## config.mk

```make
export PLATFORM = sky130hd
export DESIGN_NAME = eye_center_calc
export DESIGN_NICKNAME = d
export VERILOG_FILES = /design/src/rtl/eyec_pkg.sv /design/src/rtl/eyec_scale.sv /design/src/rtl/eyec_lane_eval.sv /design/src/rtl/eyec_seq.sv /design/src/rtl/eye_center_calc.sv
export SDC_FILE = /design/constraint.sdc
export NUM_CORES = 1
export LEC_CHECK = 0
export BUFFER_PORTS_ARGS = -buffer_cell sky130_fd_sc_hd__buf_2
export CELL_PAD_IN_SITES_DETAIL_PLACEMENT = 1
export CELL_PAD_IN_SITES_GLOBAL_PLACEMENT = 2
export CORE_MARGIN = 2
export CORE_UTILIZATION = 34
export DETAILED_ROUTE_END_ITERATION = 10
export PLACE_DENSITY_LB_ADDON = 0.25
export SYNTH_ARGS = -nofsm -noshare
export SYNTH_HDL_FRONTEND = slang
export SYNTH_SLANG_ARGS = --single-unit
```

## constraint.sdc

```tcl
create_clock -name clk -period 16.01 [get_ports clk]
set_clock_uncertainty 0.2 [all_clocks]
set_input_delay 2.4015 -clock clk [delete_from_list [all_inputs] [get_ports clk]]
set_output_delay 2.4015 -clock clk [all_outputs]
set_load 0.02 [all_outputs]
```

## src/rtl/eyec_pkg.sv

```systemverilog
package eyec_pkg;
   localparam int unsigned LANES_MAX = 9;
   localparam int unsigned STAT_W    = 16;
   localparam int unsigned LANE_W    = 4;

   typedef enum logic [0:0] {
      SEQ_IDLE = 1'b0,
      SEQ_RUN  = 1'b1
   } seq_state_e;

   typedef enum int unsigned {
      SC_LO   = 0,
      SC_HI   = 1,
      SC_WID  = 2,
      SC_CTR  = 3,
      SC_MINW = 4
   } scale_slot_e;

   localparam int unsigned SC_COUNT = 5;
endpackage

```

## src/rtl/eyec_scale.sv

```systemverilog
module eyec_scale #(
   parameter int unsigned IW        = 10,
   parameter int unsigned RW        = 8,
   parameter int unsigned DELAY_MAX = 32
) (
   input  logic signed [IW-1:0] d_i,
   input  logic [RW-1:0]        base_i,
   input  logic [RW-1:0]        top_i,
   input  logic [RW-1:0]        mask_i,
   output logic [RW-1:0]        q_o
);
   localparam int unsigned CW = IW + RW + 2;
   localparam logic signed [CW-1:0] DMAX = CW'(DELAY_MAX);

   logic signed [CW-1:0] base_x, top_x, span, fac, d_x, prod, acc;

   always_comb begin
      base_x = $signed({{(CW-RW){1'b0}}, base_i});
      top_x  = $signed({{(CW-RW){1'b0}}, top_i});
      span   = top_x - base_x;
      fac    = span / DMAX;
      d_x    = $signed({{(CW-IW){d_i[IW-1]}}, d_i});
      prod   = d_x * fac;
      acc    = base_x + prod;
      q_o    = acc[RW-1:0] & mask_i;
   end
endmodule

```

## src/rtl/eyec_lane_eval.sv

```systemverilog
module eyec_lane_eval
   import eyec_pkg::*;
#(
   parameter int unsigned DW        = 8,
   parameter int unsigned RW        = 8,
   parameter int unsigned DELAY_MAX = 32
) (
   input  logic                 dir_wr_i,
   input  logic signed [DW-1:0] lo_i,
   input  logic signed [DW-1:0] hi_i,
   input  logic [RW-1:0]        strobe_i,
   input  logic signed [DW-1:0] min_eye_i,
   input  logic [RW-1:0]        rd_base_i,
   input  logic [RW-1:0]        rd_top_i,
   input  logic [RW-1:0]        rd_mask_i,
   input  logic [RW-1:0]        wr_base_i,
   input  logic [RW-1:0]        wr_top_i,
   input  logic [RW-1:0]        wr_mask_i,
   output logic [RW-1:0]        lo_s_o,
   output logic [RW-1:0]        hi_s_o,
   output logic [RW-1:0]        wid_s_o,
   output logic [RW-1:0]        dly_o,
   output logic                 small_o
);
   localparam int unsigned IW = DW + 2;
   localparam logic signed [IW-1:0] ONE = IW'(1);
   localparam logic signed [IW-1:0] TWO = IW'(2);

   logic signed [IW-1:0] lo_x, hi_x, wid_x, sum_x, ctr_x;
   logic signed [IW-1:0] sc_in  [SC_COUNT];
   logic [RW-1:0]        sc_out [SC_COUNT];
   logic [RW-1:0]        base_sel, top_sel, mask_sel;

   always_comb begin
      lo_x  = $signed({{2{lo_i[DW-1]}}, lo_i});
      hi_x  = $signed({{2{hi_i[DW-1]}}, hi_i});
      wid_x = hi_x - lo_x;
      sum_x = lo_x + hi_x + ONE;
      ctr_x = sum_x / TWO;
      sc_in[SC_LO]   = lo_x;
      sc_in[SC_HI]   = hi_x;
      sc_in[SC_WID]  = wid_x;
      sc_in[SC_CTR]  = ctr_x;
      sc_in[SC_MINW] = $signed({{2{min_eye_i[DW-1]}}, min_eye_i});
      base_sel = dir_wr_i ? wr_base_i : rd_base_i;
      top_sel  = dir_wr_i ? wr_top_i  : rd_top_i;
      mask_sel = dir_wr_i ? wr_mask_i : rd_mask_i;
   end

   for (genvar g = 0; g < SC_COUNT; g++) begin : g_scl
      eyec_scale #(
         .IW(IW), .RW(RW), .DELAY_MAX(DELAY_MAX)
      ) u_scl (
         .d_i   (sc_in[g]),
         .base_i(base_sel),
         .top_i (top_sel),
         .mask_i(mask_sel),
         .q_o   (sc_out[g])
      );
   end

   always_comb begin
      lo_s_o  = sc_out[SC_LO];
      hi_s_o  = sc_out[SC_HI];
      wid_s_o = sc_out[SC_WID];
      small_o = sc_out[SC_WID] < sc_out[SC_MINW];
      dly_o   = dir_wr_i ? (sc_out[SC_CTR] + strobe_i) : sc_out[SC_CTR];
   end
endmodule

```

## src/rtl/eyec_seq.sv

```systemverilog
module eyec_seq
   import eyec_pkg::*;
#(
   parameter int unsigned BASE_LANES = 8
) (
   input  logic              clk,
   input  logic              rst_n,
   input  logic              start_i,
   input  logic              ecc_en_i,
   output logic              accept_o,
   output logic              step_o,
   output logic              last_o,
   output logic [LANE_W-1:0] lane_o
);
   localparam logic [LANE_W-1:0] LAST_PLAIN = LANE_W'(BASE_LANES - 1);
   localparam logic [LANE_W-1:0] LAST_ECC   = LANE_W'(BASE_LANES);

   seq_state_e        st_q;
   logic [LANE_W-1:0] lane_q, last_q;

   assign accept_o = (st_q == SEQ_IDLE) && start_i;
   assign step_o   = (st_q == SEQ_RUN);
   assign last_o   = step_o && (lane_q == last_q);
   assign lane_o   = lane_q;

   always_ff @(posedge clk or negedge rst_n) begin
      if (!rst_n) begin
         st_q   <= SEQ_IDLE;
         lane_q <= '0;
         last_q <= LAST_PLAIN;
      end else if (accept_o) begin
         st_q   <= SEQ_RUN;
         lane_q <= '0;
         last_q <= ecc_en_i ? LAST_ECC : LAST_PLAIN;
      end else if (step_o) begin
         if (last_o) begin
            st_q <= SEQ_IDLE;
         end else begin
            lane_q <= lane_q + 1'b1;
         end
      end
   end

   // the lane pointer never passes the last lane of the pass
   a_r2_lane_bound: assert property (@(posedge clk) disable iff (!rst_n)
      step_o |-> (lane_q <= last_q));
   // the lane pointer advances by one while running
   a_r2_lane_step: assert property (@(posedge clk) disable iff (!rst_n)
      (step_o && !last_o) |=> (step_o && lane_q == $past(lane_q) + 1'b1));
endmodule

```

## src/rtl/eye_center_calc.sv

```systemverilog
module eye_center_calc
   import eyec_pkg::*;
#(
   parameter int unsigned LANES     = 9,
   parameter int unsigned DW        = 8,
   parameter int unsigned RW        = 8,
   parameter int unsigned DELAY_MAX = 32
) (
   input  logic                 clk,
   input  logic                 rst_n,
   input  logic                 start_i,
   input  logic                 dir_wr_i,
   input  logic                 ecc_en_i,
   input  logic [LANES*DW-1:0]  lo_dly_i,
   input  logic [LANES*DW-1:0]  hi_dly_i,
   input  logic [LANES*RW-1:0]  wr_strobe_i,
   input  logic [RW-1:0]        rd_base_i,
   input  logic [RW-1:0]        rd_top_i,
   input  logic [RW-1:0]        rd_mask_i,
   input  logic [RW-1:0]        wr_base_i,
   input  logic [RW-1:0]        wr_top_i,
   input  logic [RW-1:0]        wr_mask_i,
   input  logic [DW-1:0]        min_eye_i,
   output logic                 busy_o,
   output logic                 out_vld_o,
   output logic [LANE_W-1:0]    out_lane_o,
   output logic [RW-1:0]        out_dly_o,
   output logic [RW-1:0]        out_lo_o,
   output logic [RW-1:0]        out_hi_o,
   output logic [RW-1:0]        out_width_o,
   output logic                 out_small_o,
   output logic [STAT_W-1:0]    saved_o,
   output logic                 done_o,
   output logic                 err_o
);
   localparam int unsigned BASE_LANES = LANES - 1;
   localparam logic [STAT_W-1:0] STAT_INIT =
      ~((STAT_W'(1) << LANES) - STAT_W'(1));

   if (LANES < 2 || LANES > LANES_MAX) begin : g_bad_lanes
      $error("eye_center_calc: LANES out of range");
   end
   if (DELAY_MAX < 1) begin : g_bad_dmax
      $error("eye_center_calc: DELAY_MAX must be positive");
   end
   if (DW < 2 || RW < 2) begin : g_bad_width
      $error("eye_center_calc: widths too small");
   end

   logic                 accept, step, last;
   logic [LANE_W-1:0]    lane;
   logic signed [DW-1:0] lo_arr [LANES];
   logic signed [DW-1:0] hi_arr [LANES];
   logic [RW-1:0]        st_arr [LANES];
   logic signed [DW-1:0] lo_sel, hi_sel;
   logic [RW-1:0]        st_sel;
   logic [RW-1:0]        lo_s, hi_s, wid_s, dly_s;
   logic                 small_s;
   logic [STAT_W-1:0]    saved_q;

   eyec_seq #(.BASE_LANES(BASE_LANES)) u_seq (
      .clk     (clk),
      .rst_n   (rst_n),
      .start_i (start_i),
      .ecc_en_i(ecc_en_i),
      .accept_o(accept),
      .step_o  (step),
      .last_o  (last),
      .lane_o  (lane)
   );

   for (genvar g = 0; g < LANES; g++) begin : g_unpack
      assign lo_arr[g] = $signed(lo_dly_i[g*DW +: DW]);
      assign hi_arr[g] = $signed(hi_dly_i[g*DW +: DW]);
      assign st_arr[g] = wr_strobe_i[g*RW +: RW];
   end

   always_comb begin
      lo_sel = '0;
      hi_sel = '0;
      st_sel = '0;
      for (int i = 0; i < LANES; i++) begin
         if (lane == LANE_W'(i)) begin
            lo_sel = lo_arr[i];
            hi_sel = hi_arr[i];
            st_sel = st_arr[i];
         end
      end
   end

   eyec_lane_eval #(
      .DW(DW), .RW(RW), .DELAY_MAX(DELAY_MAX)
   ) u_eval (
      .dir_wr_i (dir_wr_i),
      .lo_i     (lo_sel),
      .hi_i     (hi_sel),
      .strobe_i (st_sel),
      .min_eye_i($signed(min_eye_i)),
      .rd_base_i(rd_base_i),
      .rd_top_i (rd_top_i),
      .rd_mask_i(rd_mask_i),
      .wr_base_i(wr_base_i),
      .wr_top_i (wr_top_i),
      .wr_mask_i(wr_mask_i),
      .lo_s_o   (lo_s),
      .hi_s_o   (hi_s),
      .wid_s_o  (wid_s),
      .dly_o    (dly_s),
      .small_o  (small_s)
   );

   always_ff @(posedge clk or negedge rst_n) begin
      if (!rst_n) begin
         out_vld_o   <= 1'b0;
         out_lane_o  <= '0;
         out_dly_o   <= '0;
         out_lo_o    <= '0;
         out_hi_o    <= '0;
         out_width_o <= '0;
         out_small_o <= 1'b0;
         done_o      <= 1'b0;
      end else begin
         out_vld_o <= step;
         done_o    <= last;
         if (step) begin
            out_lane_o  <= lane;
            out_dly_o   <= dly_s;
            out_lo_o    <= lo_s;
            out_hi_o    <= hi_s;
            out_width_o <= wid_s;
            out_small_o <= small_s;
         end
      end
   end

   always_ff @(posedge clk or negedge rst_n) begin
      if (!rst_n) begin
         saved_q <= STAT_INIT;
         err_o   <= 1'b0;
      end else if (accept) begin
         saved_q <= STAT_INIT;
         err_o   <= 1'b0;
      end else if (step) begin
         if (small_s) begin
            err_o <= 1'b1;
         end else begin
            saved_q[lane] <= 1'b1;
         end
      end
   end

   assign saved_o = saved_q;
   assign busy_o  = step;

   // a result appears only on the cycle after a running cycle
   a_r2_vld_after_run: assert property (@(posedge clk) disable iff (!rst_n)
      out_vld_o |-> $past(step));
   // the done pulse comes with the last result
   a_r9_done_with_vld: assert property (@(posedge clk) disable iff (!rst_n)
      done_o |-> out_vld_o);
   // done lasts one cycle
   a_r9_done_pulse: assert property (@(posedge clk) disable iff (!rst_n)
      done_o |=> !done_o);
   // upper status bits stay set
   a_r8_high_bits: assert property (@(posedge clk) disable iff (!rst_n)
      saved_o[STAT_W-1:LANES] == '1);
   // a small lane is never marked saved
   a_r6_small_not_saved: assert property (@(posedge clk) disable iff (!rst_n)
      (out_vld_o && out_small_o) |-> !saved_o[out_lane_o]);
   // a lane with a wide enough eye is marked saved
   a_r6_ok_saved: assert property (@(posedge clk) disable iff (!rst_n)
      (out_vld_o && !out_small_o) |-> saved_o[out_lane_o]);
   // any small lane raises the summary flag
   a_r9_err_sticky: assert property (@(posedge clk) disable iff (!rst_n)
      (out_vld_o && out_small_o) |-> err_o);
endmodule

```

# [Word level (Yosys, flattened, before mapping)]
# Cells that the tools add are included.
# W data, S select, Z words.
[word_totals] mem_count=0 elab_cells=110 reg_bits=65 mem_bits_ro=0 ram_bits=0 latch_bits=0
[op_classes] shifts=0 n_div=0 mux=46 order_cmp=3 bitwise=9 reduce_logical=10 addsub=13 n_eq_ne=11 n_mul=5
[ops] op="$mux W8" n=31
[ops] op="$mul A8 B20 Y8" n=3
[ops] op="$add A8 B8 Y8" n=6
[ops] op="$mux W16" n=3
[ops] op="$and A8 B8 Y8" n=5
[ops] op="$add A20 B1 Y20" n=1
[ops] op="$mul A10 B20 Y8" n=1
[ops] op="$mul A9 B20 Y8" n=1
[ops] op="$sub A8 B8 Y9" n=2
[ops] op="$eq A4 B3 Y1 const B" n=4
[ops] op="$mux W4" n=4
[ops] op="$or A16 B16 Y16" n=1
[ops] op="$add A10 B1 Y10" n=1
[ops] op="$add A10 B2 Y10 const B" n=1
[ops] op="$add A8 B8 Y9" n=1
[ops] op="$eq A4 B2 Y1 const B" n=2
[ops] op="$lt A8 B8 Y1" n=1
[ops] op="$mux W1" n=7
[ops] op="$reduce_and A2 Y1" n=3
[ops] op="$lt A4 B5 Y1 const B" n=1
[ops] op="$reduce_or A5 Y1" n=1
[ops] op="$add A4 B1 Y4 const B" n=1
[ops] op="$demux W1 S4" n=1
[ops] op="$eq A4 B1 Y1 const B" n=1
[ops] op="other kinds (9)" n=14

# [Depth between registers and ports, before layout]
# Gate-level depths: netlist (run 1).
[depth] depth_word=19 depth_mapped=44 depth_no_buf=42

# [Hierarchy]
# A second synthesis (run 1) with hierarchy kept.
[hier_totals] hier_cells=1702 area_unflattened_um2=14636.5
[modules_own_cells] module="eye_center_calc" area_per_inst_um2=4100.2 n_inst=1 cells_per_inst=458 seq_area_each_um2=1410.1
[modules_own_cells] module="eyec_scale (u_eval.g_scl[3].u_scl ...)" area_per_inst_um2=1646.6 n_inst=2 cells_per_inst=193 seq_area_each_um2=0.0
[modules_own_cells] module="eyec_lane_eval" area_per_inst_um2=1935.6 n_inst=1 cells_per_inst=234 seq_area_each_um2=0.0
[modules_own_cells] module="eyec_scale (u_eval.g_scl[0].u_scl)" area_per_inst_um2=1724.2 n_inst=1 cells_per_inst=204 seq_area_each_um2=0.0
[modules_own_cells] module="eyec_scale (u_eval.g_scl[1].u_scl)" area_per_inst_um2=1596.5 n_inst=1 cells_per_inst=191 seq_area_each_um2=0.0
[modules_own_cells] module="eyec_scale (u_eval.g_scl[2].u_scl)" area_per_inst_um2=1567.8 n_inst=1 cells_per_inst=187 seq_area_each_um2=0.0
[modules_own_cells] module="eyec_seq" area_per_inst_um2=419.2 n_inst=1 cells_per_inst=42 seq_area_each_um2=176.4

# [Worst setup path before layout (run 1)]
# No wires, ideal clock.
[synth_path] path_kind="input-to-reg" from="input dir_wr_i" to="register saved_q[12] (netlist: saved_o[12])" n_path_buf=6 required_ns=15.747 arrival_time_ns=12.186 stages=38 path_slack_ns=3.561 cell_sequence="buf_6 -> clkbuf_1 -> clkbuf_1 -> mux2i_1 -> inv_1 -> fa_1 -> nand2b_1 -> a21oi_1 -> nor4_1 -> o21bai_1 -> a31oi_1 -> ha_1 -> ha_1 -> a21oi_1 -> clkbuf_1 -> clkbuf_1 -> nand2_1 -> fa_1 -> [... 2 more ...] -> fa_1 -> fa_1 -> ha_1 -> ha_1 -> a21oi_1 -> xnor2_1 -> xnor2_1 -> xnor2_1 -> xnor2_1 -> xnor3_1 -> xnor3_1 -> and2_1 -> ha_1 -> o21ai_1 -> a21oi_1 -> and2_1 -> clkbuf_1 -> a311o_1"
[synth_between] elab_chain_len=11 elab_cells_between_ends=16
[synth_rtl] item="start, declared" line="eye_center_calc.sv:12" source="input logic dir_wr_i,"
[synth_rtl] item="$mux W8, on equally long branches" line="eyec_lane_eval.sv:46, eyec_lane_eval.sv:45"
[synth_rtl] item="$sub A8 B8 Y9" line="eyec_scale.sv:20" source="span = top_x - base_x;"
[synth_rtl] item="$reduce_or A5 Y1 (no line)"
[synth_rtl] item="$and A1 B1 Y1 (no line)"
[synth_rtl] item="$add A20 B1 Y20 (no line)"
[synth_rtl] item="$mul A9 B20 Y8" line="eyec_scale.sv:23" source="prod = d_x * fac;"
[synth_rtl] item="$add A8 B8 Y8" line="eyec_scale.sv:24" source="acc = base_x + prod;"
[synth_rtl] item="$and A8 B8 Y8 *" line="eyec_scale.sv:25" source="q_o = acc[RW-1:0] & mask_i;"
[synth_rtl] item="named net u_eval.g_scl[2].u_scl.q_o[7]" line="eyec_scale.sv:10" source="output logic [RW-1:0] q_o"
[synth_rtl] item="$lt A8 B8 Y1 *" line="eyec_lane_eval.sv:66" source="small_o = sc_out[SC_WID] < sc_out[SC_MINW];"
[synth_rtl] item="$ne A2 B2 Y1 (no line) *"
[synth_rtl] item="$reduce_and A2 Y1 (no line) *"
[synth_rtl] item="end signal, assigned" line="eye_center_calc.sv:138" source="saved_q <= STAT_INIT;"
[synth_rtl] item="end signal, assigned" line="eye_center_calc.sv:141" source="saved_q <= STAT_INIT;"
[synth_rtl] item="end signal, assigned by index" line="eye_center_calc.sv:147" source="saved_q[lane] <= 1'b1;"
[synth_rtl] item="end, declared" line="eye_center_calc.sv:59" source="logic [STAT_W-1:0] saved_q;"
# The timed path passes the listed nets; every way through them passes the cells marked *.
# A chain may end at the register's enable or synchronous reset.

# [Worst setup path in the final report (run 1)]
[layout_path] from="input dir_wr_i" to="register saved_q[9] (netlist: saved_o[9])"
# Same word-level chain as after synthesis.

==> metrics.csv, run 1 <==
metric;value;unit
layout cells sized above 1;25.22;%
Tcrit/Tclk final;76.90;%
Worst setup SP type;input pin;
Initial Utilization;34.62;%
clk_lat worst skew;340;ps
setup violators final;0;
Max stage delay cell, worst path;a21oi_1;
site row count;68;
max_cap viols;0;
HP Start;out_hi_o[6];
hpwl dp;38850;um
# Post-CTS Setup Buffers;0;
Async SR Flop Fraction;100.0;%
Unique masters post-synth;78;
CTS Root Buffer Type;clkbuf_16;
EDFF count, synth;0;
critical path startpoint;dir_wr_i;
Layout Utilization;41.80;%
Critical Setup Path Class;input pin to flip-flop;
maximum buffer depth of the clock tree;2;
area leader, netlist;fa_1;
Seq cells post-synth;63;
Hold WC Path Type;flip-flop to flip-flop;
DRT Pass-1 Iters;8;
remaining antenna violation count;0;
Final nets;2234;
vias per cell;5.241;
Mapped Cells;1416;
Worst Path Arrival;12390;ps
initial drt markers;508;
clk slew on worst S/H paths;60;ps
Post-CTS Hold Buffers;0;
Final Hold Vio Count;0;
GRT Resource Usage Total;25.80;%
sequential fraction of the synthesis area;13.23;%
critical path peak fanout;37;
Ports;334;
Setup crit end kind;flip-flop;
Post-Route WL;46490;um
overall die area;36780;um2
Gates resized, CTS repair;0;
core area;34630;um2
Synth Flop Type;dfrtp_1;
fill count;4239;
status;finished clean;
final RePlAce weighted congestion;0.8559;
Slew HR;36.19;%
Max Slew Vio Count;0;
drt drc;0;
Syn. warnings;0;
area share of the largest cell type after synthesis;15.70;%
initial antenna violation count;9;
# port buffers;333;
Netlist Area Pre-Place;11990;um2
Net Count, Synth;1934;
Clock Sinks;63;
worst endpoint required time;16090;ps
achievable frequency;81.22;MHz
die height;191.8;um
first-pass GRT wire length;72170;um
RSZ-0062 raised after global routing;false;
crit-path most repeated cell;ha_1;
CTS tree;built;
Max stage delay on crit path;680;ps
DIE WIDTH;191.8;um
Area contributors post-synth;fa_1 16%, ha_1 15%, dfrtp_1 11%;
H-tree depth;3;
Post-Route Setup TNS;0;ps
Hold Slack;282.1;ps
Tmin final;12310;ps
largest net degree at the start of global routing;64;
Design Area, Final;14470;um2
reg2reg start;u_seq.lane_o[0];
Syn Area/Cell;8.466;um2
WL per Instance;21.31;um
total overflow reported by the global router;0;
Area growth syn-to-layout;20.74;%
Via Count;11440;
Area after DPL;14130;um2
Num CTS Buffers;9;
vias in the first global route;12650;
Worst-Margin Slew;957.2;ps
## cell type report
cell class | instances | area (um2) | share of cell area, %
clock buffers | 9 | 225.2 | 1.556
diodes | 6 | 15.01 | 0.1037
flip-flops and latches | 63 | 1588 | 10.97
multi-input cells | 1107 | 9447 | 65.27
repair buffers | 360 | 1869 | 12.91
inverters | 175 | 656.9 | 4.538
well taps | 455 | 569.3 | 3.933
clock inverters | 7 | 103.9 | 0.7175
## placed cells by master, fill, tap and decap left out, drive strengths merged, types with 7 or more instances in the layout
cell type  instances
a22oi             11
xnor2             94
dfrtp             55
nand2b            27
o21ai             43
a21o              15
ha               147
nand3b             9
o211ai             8
nand3             13
nand2            154
nor3              23
dfstp              8
a221oi            18
nor2              86
mux2i             22
a31oi             12
o21bai             7
nor2b             38
inv              176
buf              360
a211oi            17
fa                94
a222oi             9
a21oi             60
xor2              17
clkbuf             9
mux2              22
o2bb2ai           15
o22ai              7
and2              48
o21a              12
## critical path: cells and delay by family
family	cells	cell delay [ps]
mux	1	490
fa+ha+maj	11	4120
xor+xnor	6	1400
compound gates	8	1990
simple gates	5	980
buf+inv	3	1000
## final timing paths
check / cells after the start / endpoint / slack, ps
max: 34 / saved_o[9] / 3700
min: 1 / out_hi_o[6] / 280
max reg2reg: 37 / out_dly_o[7] / 4590
min reg2reg: 1 / out_hi_o[6] / 280
max in group asynchronous: 2 / out_width_o[4] / 12950
min in group asynchronous: 2 / out_vld_o / 2030
## cell usage after synthesis (17+ instances only)
cell / count
nand2b_1: 27
ha_1: 147
clkbuf_1: 51
a221oi_1: 17
dfrtp_1: 55
a21oi_1: 59
nor3_1: 23
xnor2_1: 92
nor2_1: 86
fa_1: 94
o21ai_0: 37
and2_1: 47
mux2i_1: 21
mux2_2: 22
nor2b_1: 38
inv_1: 174
nand2_1: 154
## state kept, by name, indices dropped and copies added, names as in the netlist, 2 cells and up
name / count
out_hi_o: 8
out_dly_o: 8
u_seq.lane_o: 4
out_width_o: 8
out_lane_o: 4
out_lo_o: 8
u_seq.last_q: 2
saved_o: 16
## metrics by stage
| stage | setup WS (ps) | instances |
|---|---|---|
| 2_1_floorplan | 3561 | 1416 |
| 3_3_place_gp | 3592 | 2160 |
| 3_5_place_dp | 3366 | 2160 |
| 4_1_cts | 3681 | 2176 |
| 5_1_grt | 3014 | 2180 |
| 6_report | 3698 | 2182 |
## logic make-up (layout without fill, tap and decap cells)
logic type	count (synthesis)	after routing	synth area share [%]
AOI/OAI and AO/OA	275	275	16.35
buffers and inverters	246	551	8.005
muxes	47	47	4.572
and+or+nand+nor	428	428	17.47
DFF	63	63	13.23
other	0	6	0
adders and majority gates	241	241	31.04
xor gates and xnor gates	116	116	9.331
## per-layer routing
layer | global-route usage (%) | up-vias | share of wire, %
met2 | 47.71 | 277 | 52
met5 | 0 | - | 0.13
met1 | 30.12 | 5701 | 40
li1 | - | 5390 | -
met4 | 7.012 | 8 | 2.5
met3 | 5.043 | 60 | 5.2
Power of run 1 is left out: the tool's default activity adds up to more than one toggle a clock period on the data nets, which glitch-free logic cannot reach.
==> run 2, diff against run 1 <==
- CORE_UTILIZATION: 34 -> 32
- clock period: 16.01 -> 11.5 ns (I/O delays scaled with it)
==> run 2 against run 1 <==
Net effect: first-iteration DRC count shrank 3.0%; core utilization shrank 2.0 points; global-route usage shrank 1.5 points; highest routed layer unchanged; hold slack lost 0.93 ps; wire length grew 1.0%; final cell count grew 1.5%; sequential cell count is the same; design area grew 1.2%.
==> metrics.csv, run 2 (synthesis gave the netlist of run 1 again) <==
metric;value;unit;change
DIE WIDTH;197.6;um;+3.0%
remaining antenna violation count;0;;unchanged
Setup crit end kind;flip-flop;;
worst endpoint required time;11580;ps;-4510 ps
Clock Sinks;63;;unchanged
FF-to-FF setup slack;770;ps;-3820 ps
largest net degree at the start of global routing;64;;unchanged
drt drc;0;;unchanged
# port buffers;333;;unchanged
Area growth syn-to-layout;22.19;%;
hpwl dp;39590;um;+1.9%
most common cell after layout, fill and taps aside;buf_2;;
vias per cell;5.210;;-0.59%
final RePlAce weighted congestion;0.8488;;-0.83%
max_cap viols;0;;unchanged
Final Hold Vio Count;0;;unchanged
Final nets;2256;;+0.98%
Worst R2R End;saved_o[9];;
Non-Filler Instances;2215;;+1.5%
core area;36790;um2;+6.2%
vias in the first global route;12500;;-1.1%
commonest non-fill, non-tap cells in the layout;333 x buf_2, 174 x inv_1, 154 x nand2_1;;
status;finished clean;;
first-pass GRT wire length;72370;um;+0.27%
clk_lat worst skew;340;ps;about the same
RSZ-0062 raised after global routing;false;;
WL per Instance;21.20;um;-0.50%
max reg flops;16;;unchanged
Max Slew Vio Count;0;;unchanged
Worst-Margin Slew;902.5;ps;-54.68 ps
initial drt markers;493;;-3.0%
# Post-CTS Setup Buffers;0;;unchanged
Max stage delay on crit path;730;ps;+50 ps
Ports;334;;unchanged
layout cells sized above 1;26.28;%;+1.1 points
Via Count;11540;;+0.91%
overall die area;39030;um2;+6.1%
Critical Setup Path Class;flip-flop to flip-flop;;
critical path peak fanout;26;;-30%
achievable frequency;93.17;MHz;
Worst Hold Endpoint;out_hi_o[6];;
Num CTS Buffers;9;;unchanged
Hold WC Path Type;flip-flop to flip-flop;;
CTS tree;built;;
Post-Route Setup TNS;0;ps;unchanged
GRT Resource Usage Total;24.29;%;-1.5 points
reg2reg start;u_seq.lane_o[1];;
DRT Pass-1 Iters;5;;-3
CTS Root Buffer Type;clkbuf_16;;
Design Area, Final;14650;um2;+1.2%
clk slew on worst S/H paths;60;ps;about the same
HP Start;out_hi_o[6];;
Worst Path Arrival;10810;ps;-1580 ps
Area after DPL;14320;um2;+1.4%
site row count;70;;+2.9%
Worst setup SP type;flip-flop;;
initial antenna violation count;9;;unchanged
Initial Utilization;32.59;%;-2.0 points
Post-Place Cells;2195;;+1.6%
Tcrit/Tclk final;93.33;%;
Tmin final;10730;ps;
Reg2Reg Depth;39;;+5.4%
Post-Route WL;46960;um;+1.0%
Max stage delay cell, worst path;nor4b_4;;
maximum buffer depth of the clock tree;2;;unchanged
die height;197.6;um;+3.0%
total overflow reported by the global router;0;;unchanged
H-tree depth;3;;unchanged
hold path depth;1;;unchanged
Slew HR;39.72;%;+3.5 points
fill count;4490;;+5.9%
Hold Slack;281.2;ps;-0.9330 ps
setup violators final;0;;unchanged
[run 2: cell count changes in the layout (fill, tap and decap cells not counted), moves of 2 or more]
cell | before | now
buf_4 | 27 | 49
clkbuf_1 | 0 | 2
clkbuf_8 | 0 | 2
diode_2 | 6 | 4
ha_1 | 147 | 145
ha_2 | 0 | 2
[run 2: stage by stage]
| step | util, % | setup slack (ps) |
|---|---|---|
| 2_1_floorplan | - | 21.58 |
| 3_3_place_gp | 38.94 | 490.2 |
| 3_5_place_dp | 38.94 | 295.3 |
| 4_1_cts | 39.76 | 503.2 |
| 5_1_grt | 39.81 | 107.3 |
| 6_report | 39.82 | 767.2 |
[run 2: worst max-delay path by stage]
stage	from	to	depth (start not counted)
floorplan	dir_wr_i	saved_o[12]	38
global placement	lo_dly_i[44]	out_dly_o[7]	40
detailed placement	lo_dly_i[44]	out_dly_o[7]	40
CTS	u_seq.lane_o[1]	out_dly_o[7]	40
global route	u_seq.lane_o[0]	out_dly_o[7]	42
finish	u_seq.lane_o[1]	saved_o[9]	39
[run 2: critical path, delay by kind of cell, from the launching register on]
family | cells | cell delay, ps
compound gates | 10 | 2180
xor+xnor | 7 | 1910
fa+ha+maj | 10 | 3550
buf+inv | 5 | 580
flops | 1 | 450
simple gates | 7 | 1790
[run 2: metal layers]
| layer | global-route usage (%) | up-vias | wire length, um |
|---|---|---|---|
| li1 | - | 5426 | - |
| met4 | 6.823 | 10 | 1198 |
| met2 | 43.48 | 289 | 23780 |
| met5 | 0 | - | 62 |
| met1 | 29.89 | 5746 | 19930 |
| met3 | 4.098 | 69 | 1990 |
[run 2: final cells by class]
cell class / count / area [um2] / share of cell area [%]
Antenna cell: 4 / 10.01 / 0.06834
Clock buffer: 13 / 260.3 / 1.777
Clock inverter: 3 / 42.54 / 0.2904
Inverter: 175 / 656.9 / 4.484
Multi-Input combinational cell: 1107 / 9470 / 64.65
Sequential cell: 63 / 1588 / 10.84
Tap cell: 468 / 585.6 / 3.998
Timing Repair Buffer: 382 / 2034 / 13.89
[run 2: timing repair]
item                                   4_1_cts  5_1_grt
hold buffers                                 0        0
endpoints found under the hold margin        0        0
setup endpoints to repair                    0        1
gates resized for setup                      0        3
Power of run 2 is left out for the same reason.
